--- src/rtl/dps_pkg.sv ---
`timescale 1ns/1ps
package dps_pkg;
  localparam logic [2:0] PH_DOUT = 3'd0;
  localparam logic [2:0] PH_DIN  = 3'd1;
  localparam logic [2:0] PH_CMD  = 3'd2;
  localparam logic [2:0] PH_STAT = 3'd3;
  localparam logic [2:0] PH_MOUT = 3'd6;
  localparam logic [2:0] PH_MIN  = 3'd7;

  localparam logic [7:0] ST_XFER = 8'h18;
  localparam logic [7:0] ST_DISC = 8'h85;

  // phase reached when a write empties the count
  function automatic logic [2:0] wr_done_phase(input logic [2:0] cur, input logic [2:0] tgt);
    case (cur)
      PH_MOUT: return PH_CMD;
      PH_CMD:  return tgt;
      PH_DOUT: return PH_STAT;
      default: return cur;
    endcase
  endfunction

  function automatic logic [7:0] xfer_code(input logic [2:0] ph);
    return ST_XFER | {5'b0, ph};
  endfunction

  function automatic logic phase_legal(input logic [2:0] ph);
    return (ph != 3'd4) && (ph != 3'd5);
  endfunction
endpackage

--- src/rtl/dps_count.sv ---
`timescale 1ns/1ps
module dps_count #(
  parameter int CW = 24
) (
  input  logic          clk,
  input  logic          rst_n,
  input  logic          upd,
  input  logic [CW-1:0] upd_val,
  output logic [CW-1:0] cnt,
  output logic          is_zero,
  output logic          is_one
);
  always_ff @(posedge clk) begin
    if (!rst_n)   cnt <= '0;
    else if (upd) cnt <= upd_val;
  end

  assign is_zero = (cnt == '0);
  assign is_one  = (cnt == CW'(1));

  p_count_update_r2: assert property (@(posedge clk) disable iff (!rst_n)
    upd |=> (cnt == $past(upd_val)));
endmodule

--- src/rtl/dps_wbuf.sv ---
`timescale 1ns/1ps
module dps_wbuf #(
  parameter int DEPTH = 12,
  parameter int DW    = 8,
  localparam int LW   = $clog2(DEPTH + 1)
) (
  input  logic                clk,
  input  logic                rst_n,
  input  logic                wr_en,
  input  logic [DW-1:0]       din,
  input  logic                clr,
  output logic [LW-1:0]       level,
  output logic [DW-1:0]       head,
  output logic [DEPTH*DW-1:0] flat
);
  logic [DW-1:0] mem [DEPTH];
  logic [LW-1:0] ptr;
  logic          room;

  assign room  = (ptr < LW'(DEPTH));
  assign level = ptr;
  // first byte of the phase, including the one arriving now
  assign head  = (ptr == '0) ? din : mem[0];

  always_ff @(posedge clk) begin
    if (!rst_n)                ptr <= '0;
    else if (clr)              ptr <= '0;
    else if (wr_en && room)    ptr <= ptr + LW'(1);
  end

  always_ff @(posedge clk) begin
    if (!rst_n) begin
      for (int i = 0; i < DEPTH; i++) mem[i] <= '0;
    end else if (wr_en && room) begin
      mem[ptr] <= din;
    end
  end

  for (genvar g = 0; g < DEPTH; g++) begin : g_flat
    assign flat[g*DW +: DW] = mem[g];
  end

  p_level_bound_r4: assert property (@(posedge clk) disable iff (!rst_n)
    level <= LW'(DEPTH));
  p_level_sat_r4: assert property (@(posedge clk) disable iff (!rst_n)
    (wr_en && !clr && !room) |=> (level == LW'(DEPTH)));
endmodule

--- src/rtl/xfer_phase_seq.sv ---
`timescale 1ns/1ps
module xfer_phase_seq
  import dps_pkg::*;
#(
  parameter int         BUF_DEPTH = 12,
  parameter logic [7:0] HOLD_CODE = 8'h60,
  localparam int        CW        = 24,
  localparam int        LW        = $clog2(BUF_DEPTH + 1)
) (
  input  logic                  clk,
  input  logic                  rst_n,
  input  logic                  wr_stb,
  input  logic [7:0]            wr_data,
  input  logic                  rd_stb,
  input  logic [7:0]            rd_byte_in,
  input  logic                  status_rd,
  input  logic                  single_byte,
  input  logic [7:0]            cmd_phase_reg,
  input  logic                  cnt_ld,
  input  logic [CW-1:0]         cnt_ld_val,
  input  logic                  ph_ld,
  input  logic [2:0]            ph_ld_val,
  input  logic [2:0]            tgt_next_phase,
  input  logic [CW-1:0]         tgt_len,
  output logic [7:0]            rd_data,
  output logic [7:0]            cnt_hi,
  output logic [7:0]            cnt_mid,
  output logic [7:0]            cnt_lo,
  output logic [2:0]            phase,
  output logic                  int_flag,
  output logic                  dbr_flag,
  output logic                  done,
  output logic [7:0]            done_status,
  output logic [7:0]            ident,
  output logic [LW-1:0]         buf_level,
  output logic [BUF_DEPTH*8-1:0] buf_bytes
);
  logic [CW-1:0] cnt, eff_cnt, cnt_nxt, cnt_after;
  logic          cnt_zero, cnt_one, cnt_upd;
  logic [7:0]    buf_head;

  // named events for the assertions
  logic wr_acc, wr_last, cmd_done;
  logic rd_go, rd_disc, rd_stat, rd_acc, rd_last, rd_hold;
  logic ld_ok, ph_ok, done_evt, ph_chg, buf_clr;
  logic [2:0] wr_ph, ph_nxt;
  logic [7:0] code_nxt;

  assign eff_cnt  = single_byte ? CW'(1) : cnt;
  assign wr_acc   = wr_stb && (single_byte || !cnt_zero);
  assign wr_last  = wr_acc && (single_byte || cnt_one);
  assign wr_ph    = wr_done_phase(phase, tgt_next_phase);
  assign cmd_done = wr_last && (phase == PH_CMD);

  assign rd_go    = rd_stb && !wr_stb;
  assign rd_disc  = rd_go && (phase == PH_MIN) && cnt_zero;
  assign rd_stat  = rd_go && (phase == PH_STAT) && cnt_one;
  assign rd_acc   = rd_go && !rd_stat && !cnt_zero;
  assign rd_last  = rd_acc && cnt_one;
  assign rd_hold  = rd_last && (cmd_phase_reg == HOLD_CODE);

  assign ld_ok    = cnt_ld && !wr_stb && !rd_stb;
  assign ph_ok    = ph_ld && !wr_stb && !rd_stb && phase_legal(ph_ld_val);
  assign done_evt = wr_last || rd_disc || rd_stat || (rd_last && !rd_hold);

  always_comb begin
    cnt_upd = 1'b1;
    cnt_nxt = cnt;
    if (wr_acc)       cnt_nxt = cmd_done ? tgt_len : eff_cnt - CW'(1);
    else if (rd_stat) cnt_nxt = '0;
    else if (rd_acc)  cnt_nxt = cnt - CW'(1);
    else if (ld_ok)   cnt_nxt = cnt_ld_val;
    else              cnt_upd = 1'b0;
  end
  assign cnt_after = cnt_upd ? cnt_nxt : cnt;

  always_comb begin
    ph_nxt   = phase;
    code_nxt = done_status;
    if (wr_last) begin
      ph_nxt   = wr_ph;
      code_nxt = xfer_code(wr_ph);
    end else if (rd_disc) begin
      code_nxt = ST_DISC;
    end else if (rd_stat) begin
      ph_nxt   = PH_MIN;
      code_nxt = xfer_code(PH_MIN);
    end else if (rd_last && !rd_hold) begin
      ph_nxt   = PH_STAT;
      code_nxt = xfer_code(PH_STAT);
    end else if (ph_ok) begin
      ph_nxt   = ph_ld_val;
    end
  end

  assign ph_chg  = (ph_nxt != phase);
  assign buf_clr = ph_chg || ph_ok;

  dps_count #(.CW(CW)) u_count (
    .clk(clk), .rst_n(rst_n), .upd(cnt_upd), .upd_val(cnt_nxt),
    .cnt(cnt), .is_zero(cnt_zero), .is_one(cnt_one)
  );

  dps_wbuf #(.DEPTH(BUF_DEPTH), .DW(8)) u_wbuf (
    .clk(clk), .rst_n(rst_n), .wr_en(wr_acc), .din(wr_data), .clr(buf_clr),
    .level(buf_level), .head(buf_head), .flat(buf_bytes)
  );

  always_ff @(posedge clk) begin
    if (!rst_n) begin
      phase       <= PH_DOUT;
      int_flag    <= 1'b0;
      dbr_flag    <= 1'b0;
      done        <= 1'b0;
      done_status <= '0;
      rd_data     <= '0;
      ident       <= '0;
    end else begin
      phase       <= ph_nxt;
      done        <= done_evt;
      done_status <= code_nxt;
      if (done_evt || rd_hold)           int_flag <= 1'b1;
      else if (status_rd || rd_acc)      int_flag <= 1'b0;
      if (done_evt || rd_hold)           dbr_flag <= (cnt_after != '0);
      if (rd_go)                         rd_data  <= rd_acc ? rd_byte_in : 8'h00;
      if (wr_last && (phase == PH_MOUT)) ident    <= buf_head;
    end
  end

  assign cnt_hi  = cnt[23:16];
  assign cnt_mid = cnt[15:8];
  assign cnt_lo  = cnt[7:0];

  p_phase_legal_r2: assert property (@(posedge clk) disable iff (!rst_n)
    phase_legal(phase));
  p_zero_write_ignored_r3: assert property (@(posedge clk) disable iff (!rst_n)
    (wr_stb && !single_byte && cnt_zero) |=> ($stable(cnt) && $stable(phase) && !done));
  p_done_sets_int_r6: assert property (@(posedge clk) disable iff (!rst_n)
    done |-> int_flag);
  p_disc_in_msgin_r9: assert property (@(posedge clk) disable iff (!rst_n)
    (done && done_status == ST_DISC) |-> (phase == PH_MIN && cnt_zero));
  p_status_read_r10: assert property (@(posedge clk) disable iff (!rst_n)
    rd_stat |=> (phase == PH_MIN && cnt_zero && done_status == 8'h1F));
  p_hold_no_done_r12: assert property (@(posedge clk) disable iff (!rst_n)
    rd_hold |=> (!done && int_flag && !dbr_flag));
endmodule

--- config.mk ---
export PLATFORM = sky130hd
export DESIGN_NAME = xfer_phase_seq
export DESIGN_NICKNAME = d
export VERILOG_FILES = /design/src/rtl/dps_pkg.sv /design/src/rtl/dps_count.sv /design/src/rtl/dps_wbuf.sv /design/src/rtl/xfer_phase_seq.sv
export SDC_FILE = /design/constraint.sdc
export NUM_CORES = 1
export LEC_CHECK = 0
export ABC_AREA = 1
export BUFFER_PORTS_ARGS = -buffer_cell sky130_fd_sc_hd__buf_2
export CORE_MARGIN = 2
export CORE_UTILIZATION = 50
export CTS_CLUSTER_DIAMETER = 30
export DETAILED_ROUTE_END_ITERATION = 6
export GPL_TIMING_DRIVEN = 1
export PLACE_DENSITY = 0.77
export SLEW_MARGIN = 40
export SYNTH_ARGS = -nofsm -noshare
export SYNTH_HDL_FRONTEND = slang
export SYNTH_HIERARCHICAL = 1
export SYNTH_SLANG_ARGS = --single-unit
--- constraint.sdc ---
create_clock -name clk -period 3.5 [get_ports clk]
set_input_delay 0.35 -clock clk [delete_from_list [all_inputs] [get_ports clk]]
set_output_delay 0.35 -clock clk [all_outputs]
set_load 0.05 [all_outputs]
== Word-level counts from Yosys, hierarchy flattened ==
Memory sizes are Yosys's and may differ from the RTL's.
Cells that the tools add are included.
Storage, ports and cells
  word-level logic and storage cells: 101
  memory bits (writable): 96
  memories: 1
  bits of input ports: 86
  output and inout port bits: 154
  bits in registers: 56
Memories
  u_wbuf.mem: depth 12, bits a word 8, rd ports 12, clocked after Yosys merged registers in 0, write ports 12, line dps_wbuf.sv:16  | logic [DW-1:0] mem [DEPTH];
Operators by class
  add/sub/neg operators: 3
  reduce and logical (&&, ||, !) cells: 44
  eq/ne operators: 9
  multiplexer cells: 32
  bitwise logic cells: 1
  order comparisons: 1
Operator list (number)
  $mux 24: 7
  $mux 8: 6
  $sub 24x1->24 const B: 2
  $eq 24x1->1 const B: 1
  $logic_not 24->1: 1
  $reduce_bool 24->1: 1
  $logic_and 1x1->1: 21
  $mux 3: 5
  $mux 1: 11
  $pmux 3 s3: 1
  $eq 8x7->1 const B: 1
  $logic_or 1x1->1: 8
  $reduce_or 8->1: 1
  $eq 3x2->1 const B: 2
  $eq 3x3->1 const B: 2
  $ne 3x3->1 const B: 2
  $logic_not 1->1: 5
  $mux 5: 1
  $add 4x1->4 const B: 1
  $logic_not 4->1: 1
  $lt 4x4->1 const B: 1
  $mux 4: 1
  $reduce_bool 4->1: 1
  $reduce_or 2->1: 2
  5 further kinds: 5

== Logic depth before layout (Yosys ltp) ==
  depth after elaboration: 18
  mapped depth: 22
  gate-level depth less buffers: 22

== Cells and area by module ==
The synthesis kept the hierarchy.
Modules (own cells, without submodules)
  dps_wbuf: instances 1, sequential area each 2962.8 um2, area an instance 3961.3 um2, cells an instance 309
  xfer_phase_seq: instances 1, sequential area each 540.5 um2, area an instance 3834.9 um2, cells an instance 751
  dps_count: instances 1, sequential area each 480.5 um2, area an instance 933.4 um2, cells an instance 129

== Worst setup path before layout ==
No wires, ideal clock.
  path kind: register -> register
  start: register u_count.cnt[2]
  end: memory u_wbuf.mem[1][0] (enable)
  clock period less this slack: 2807 ps
  buffers on the path: 1
  setup slack: 693 ps
  required time: 3116 ps
  cell stages (with the launch flop): 10
  data arrival time: 2423 ps
  library setup time: 384 ps
  path through: dfxtp_1 > nor2_1 > nand2_1 > nor2_1 > nand2_1 > nor2_1 > a21oi_4 > nand2_1 > buf_2 > o21ai_0
RTL lines
  start: declaration: line dps_count.sv:9  | output logic [CW-1:0] cnt,
  start signal: assignment: line dps_count.sv:15  | else if (upd) cnt <= upd_val;
  end: declaration: line dps_wbuf.sv:16

== Worst setup path in the final report ==
  start: register u_count.cnt[12]
  end: register dbr_flag
On the way
  cells in the longest elaborated chain, start to end: 11
  elaborated cells on any way between the ends: 34
  those cells by class: add/sub (2); eq/ne (1); mux (10); reduce/logical (21)
RTL lines
  $eq 24x1->1 *: line dps_count.sv:19  | assign is_one = (cnt == CW'(1));
  named net cnt_one: line xfer_phase_seq.sv:39  | logic cnt_zero, cnt_one, cnt_upd;
  parallel branches: the longest is 10 deep, another holds $mux 24
  end signal: assignment: line xfer_phase_seq.sv:124  | if (done_evt || rd_hold) dbr_flag <= (cnt_after != '0);
  end: declaration: line xfer_phase_seq.sv:31  | output logic dbr_flag,
Mark *: on every way through the listed nets, which the timed path passes.
A chain may end at the register's enable or synchronous reset.

==> results.yml <==
yosys:
  synth.top_cell.area_share_pct: 33.0
  yosys-top-cells-count: "nand2_1, nor2_1, edfxtp_1"
  syn_area_per_cell_um2: 7.34
  synth_top_family_by_area: "simple AND/OR/NAND/NOR gates"
  yosys_warnings: 6
  synth_edf_count: 96
  synthMuxAreaShare_pct: 0
  syn_area_um2: 8730
  yosys.area_share.simple_pct: 35.4
  yosysUniqueCellTypes: 43
  ys_seq_elements: 151
  synth_fa_ha_area_share_pct: 0.860
  synthCells: 1189
  ys_seq_area_share_pct: 45.6
  synth-xor-area-share_pct: 0.201
  yosysMostFrequentCell: "nand2_1"
  async_reset_ff_share_pct: 0
  ys.flop_type: "edfxtp_1"
  synth_area_leaders: "edfxtp_1, nand2_1, dfxtp_1"
  synth_compound_area_share_pct: 9.50
  synth_top_cell_by_area: "edfxtp_1"
route:
  avgRoutedWirePerCell_um: 17.0
  antenna_left: 0
  routed_wl_um: 28100
  drc: 0
  via_count: 9109
  dr.pass1.iters: 6
  viasPerCell: 5.52
  drt_iter0_markers: 1042
grt:
  antenna_found_initial: 0
  grt_start_max_net_pins: 49
  track_usage_pct: 30.1
  grt_overflow: 0
  grt_first_pass_wirelength_um: 43000
  grt_pass1_vias: 7980
cells_and_area:
  fin_area_um2: 10600
  drive_above_1_share_pct: 23.8
  syn_to_final_growth_pct: 21.8
  antenna-diode-count: 0
  finish.net_count: 1505
clock_tree:
  numClockSinks: 151
  root_buffer: "clkbuf_16"
  clkSlewWorstSetupHoldPaths_ns: 0.07
  cts_tree: "done"
  cts_buffers: 17
  clk_latency_ns: 0.43
  cts_hold_buf: 0
  htreeDepth: 4
  cts_max_path_buffers: 2
sta:
  hold_viol: 0
  setup_viol: 0
  rsz0062_at_grt: "no"
  relSlewSlack_pct: 48.0
  fin_tns_setup_ns: 0
  holdWs_ns: 0.168
  finalCriticalPeriod_ns: 3.21
  finalCritPeriodShare_pct: 91.6
  worst_clock_skew_ns: 0.0134
  worst_slack_ns: 0.295
  max_freq_mhz: 312
  worstMarginPinSlew_ns: 0.774
  slew_violations: 0
power:
  power_frac_seq_pct: 39.5
  leakagePower_nw: 5.05
  pwr-share-comb_pct: 25.5
  peakVddDrop_mv: 0.356
  netSwitchingFraction_pct: 36.5
  pwr-share-clk_pct: 35.0
  power_density_nw_per_um2: 494
  switching_power_mw: 1.92
  intPower_mw: 3.33
floorplanning:
  io_pins: 240
  die_w_um: 136
  initial_core_util_pct: 50.8
  dieArea_um2: 18500
  fp.dieH_um: 136
  row_count: 48
  coreArea_um2: 17200
setup_path:
  crit_type: "reg -> reg"
  path_max_fanout: 34
  cp_data_required_time_ns: 3.83
  path_cells: "nor2_1 -> nand2_1 -> nor2_1 -> nand2_1 -> nor2_1 -> nor2_1 -> nor2_2 -> nand2_4 -> nand2_1 -> nand2_1 -> nor2_1 -> nand2_1 -> nor2_1 -> nand3_1 -> nor2_1 -> nand3_1 -> nand2_1 -> inv_1"
  startpoint_type: "register"
  cp_common_cell: "nor2_1"
  max_stage_delay_ns: 0.39
  crit_path_end_kind: "register"
  cp.arrival_ns: 3.53
  crit_path_top_delay_cell: "dfxtp_1"
placed_design:
  hpwl_um: 20500
  pre_cts_ws_ns: 0.332
  dpl_cell_area_um2: 10000
  gp_congestion: 0.982
  numPortBuffers: 237
status:
  outcome: "complete, no violations"
min_path:
  hold_class: "in -> reg"
flow_run:
  drv_cap: 0
[critical path: cells and delay by family, from the launching register on]
family / cells / cell delay (ns)
AND/OR/NAND/NOR: 17 / 2.70
buffers and inverters: 1 / 0.03
flip-flops: 1 / 0.39
[repair_timing]
| action | CTS | global route |
|---|---|---|
| setup buffers | 0 | 0 |
| setup endpoints to repair | 0 | 2 |
| gates resized for setup | 0 | 1 |
[cells in the final DEF, fill, tap and decap left out, types with 6 or more instances in the layout]
cell         n
nand2_1    296
a21oi_1     30
nor2_1     217
buf_4       19
inv_2       12
o21ai_0     90
nand4_1     12
dfxtp_1     55
o21ai_1     15
inv_1       94
nand3_1     61
ha_1         6
nor2_2      13
a31oi_1      7
edfxtp_1    96
clkbuf_16   17
nor3_1      89
buf_2      237
[state kept, by name, indices dropped and copies added (netlist names)]
| register | flops |
|---|---|
| u_wbuf/mem | 96 |
| done | 1 |
| u_count/cnt | 24 |
| u_wbuf/level | 4 |
| ident | 8 |
| phase | 3 |
| done_status | 5 |
| int_flag | 1 |
| rd_data | 8 |
| dbr_flag | 1 |
[power groups by stage]
stage | Combinational, mW | Clock, mW | Sequential (mW)
floorplan | 0.654 | 0 | 2.41
global placement | 1.31 | 0 | 2.10
detailed placement | 1.31 | 0 | 2.11
CTS | 1.32 | 1.85 | 2.07
global route | 1.45 | 1.95 | 2.08
finish | 1.34 | 1.84 | 2.07
[worst paths after layout]
path              startpoint          to  slack, ns  cells after the start
max reg2reg  u_count/cnt[12]    dbr_flag       0.29                     18
min            rd_byte_in[1]  rd_data[1]       0.17                      3
max          u_count/cnt[12]    dbr_flag       0.29                     18
min reg2reg       rd_data[1]  rd_data[1]       0.46                      2
[routing by layer]
layer	wire (um)	vias up	global-route usage, %
met4	688	0	10.4
met1	11400	4112	41.4
met3	2910	59	5.29
met5	0	-	0
met2	13100	558	48.1
li1	-	4380	-
[stage by stage]
stage / instances / utilization, % / total power, mW
after floorplan: 1190 / - / 3.06
after global placement: 1619 / 58.4 / 3.42
after detailed placement: 1619 / 58.4 / 3.42
after CTS: 1651 / 61.8 / 5.24
after global routing: 1651 / 61.9 / 5.49
final: 1651 / 61.9 / 5.25
[cell type report]
| type | instances | area [um2] |
|---|---|---|
| inverters | 107 | 404 |
| clock inverters | 15 | 161 |
| clock buffers | 17 | 425 |
| multi-input cells | 879 | 4030 |
| well taps | 225 | 282 |
| flip-flops and latches | 151 | 3980 |
| repair buffers | 257 | 1350 |
| fillers | 1597 | 6550 |
[logic make-up (layout without fill, tap and decap cells)]
group / after synthesis / in the layout
flops: 151 / 151
buf+inv: 160 / 396
other cells: 1 / 2
xor+xnor: 2 / 2
fa+ha+maj: 6 / 6
simple gates: 715 / 715
compound gates: 154 / 154
No activity file was read; power rests on OpenSTA's default activity.
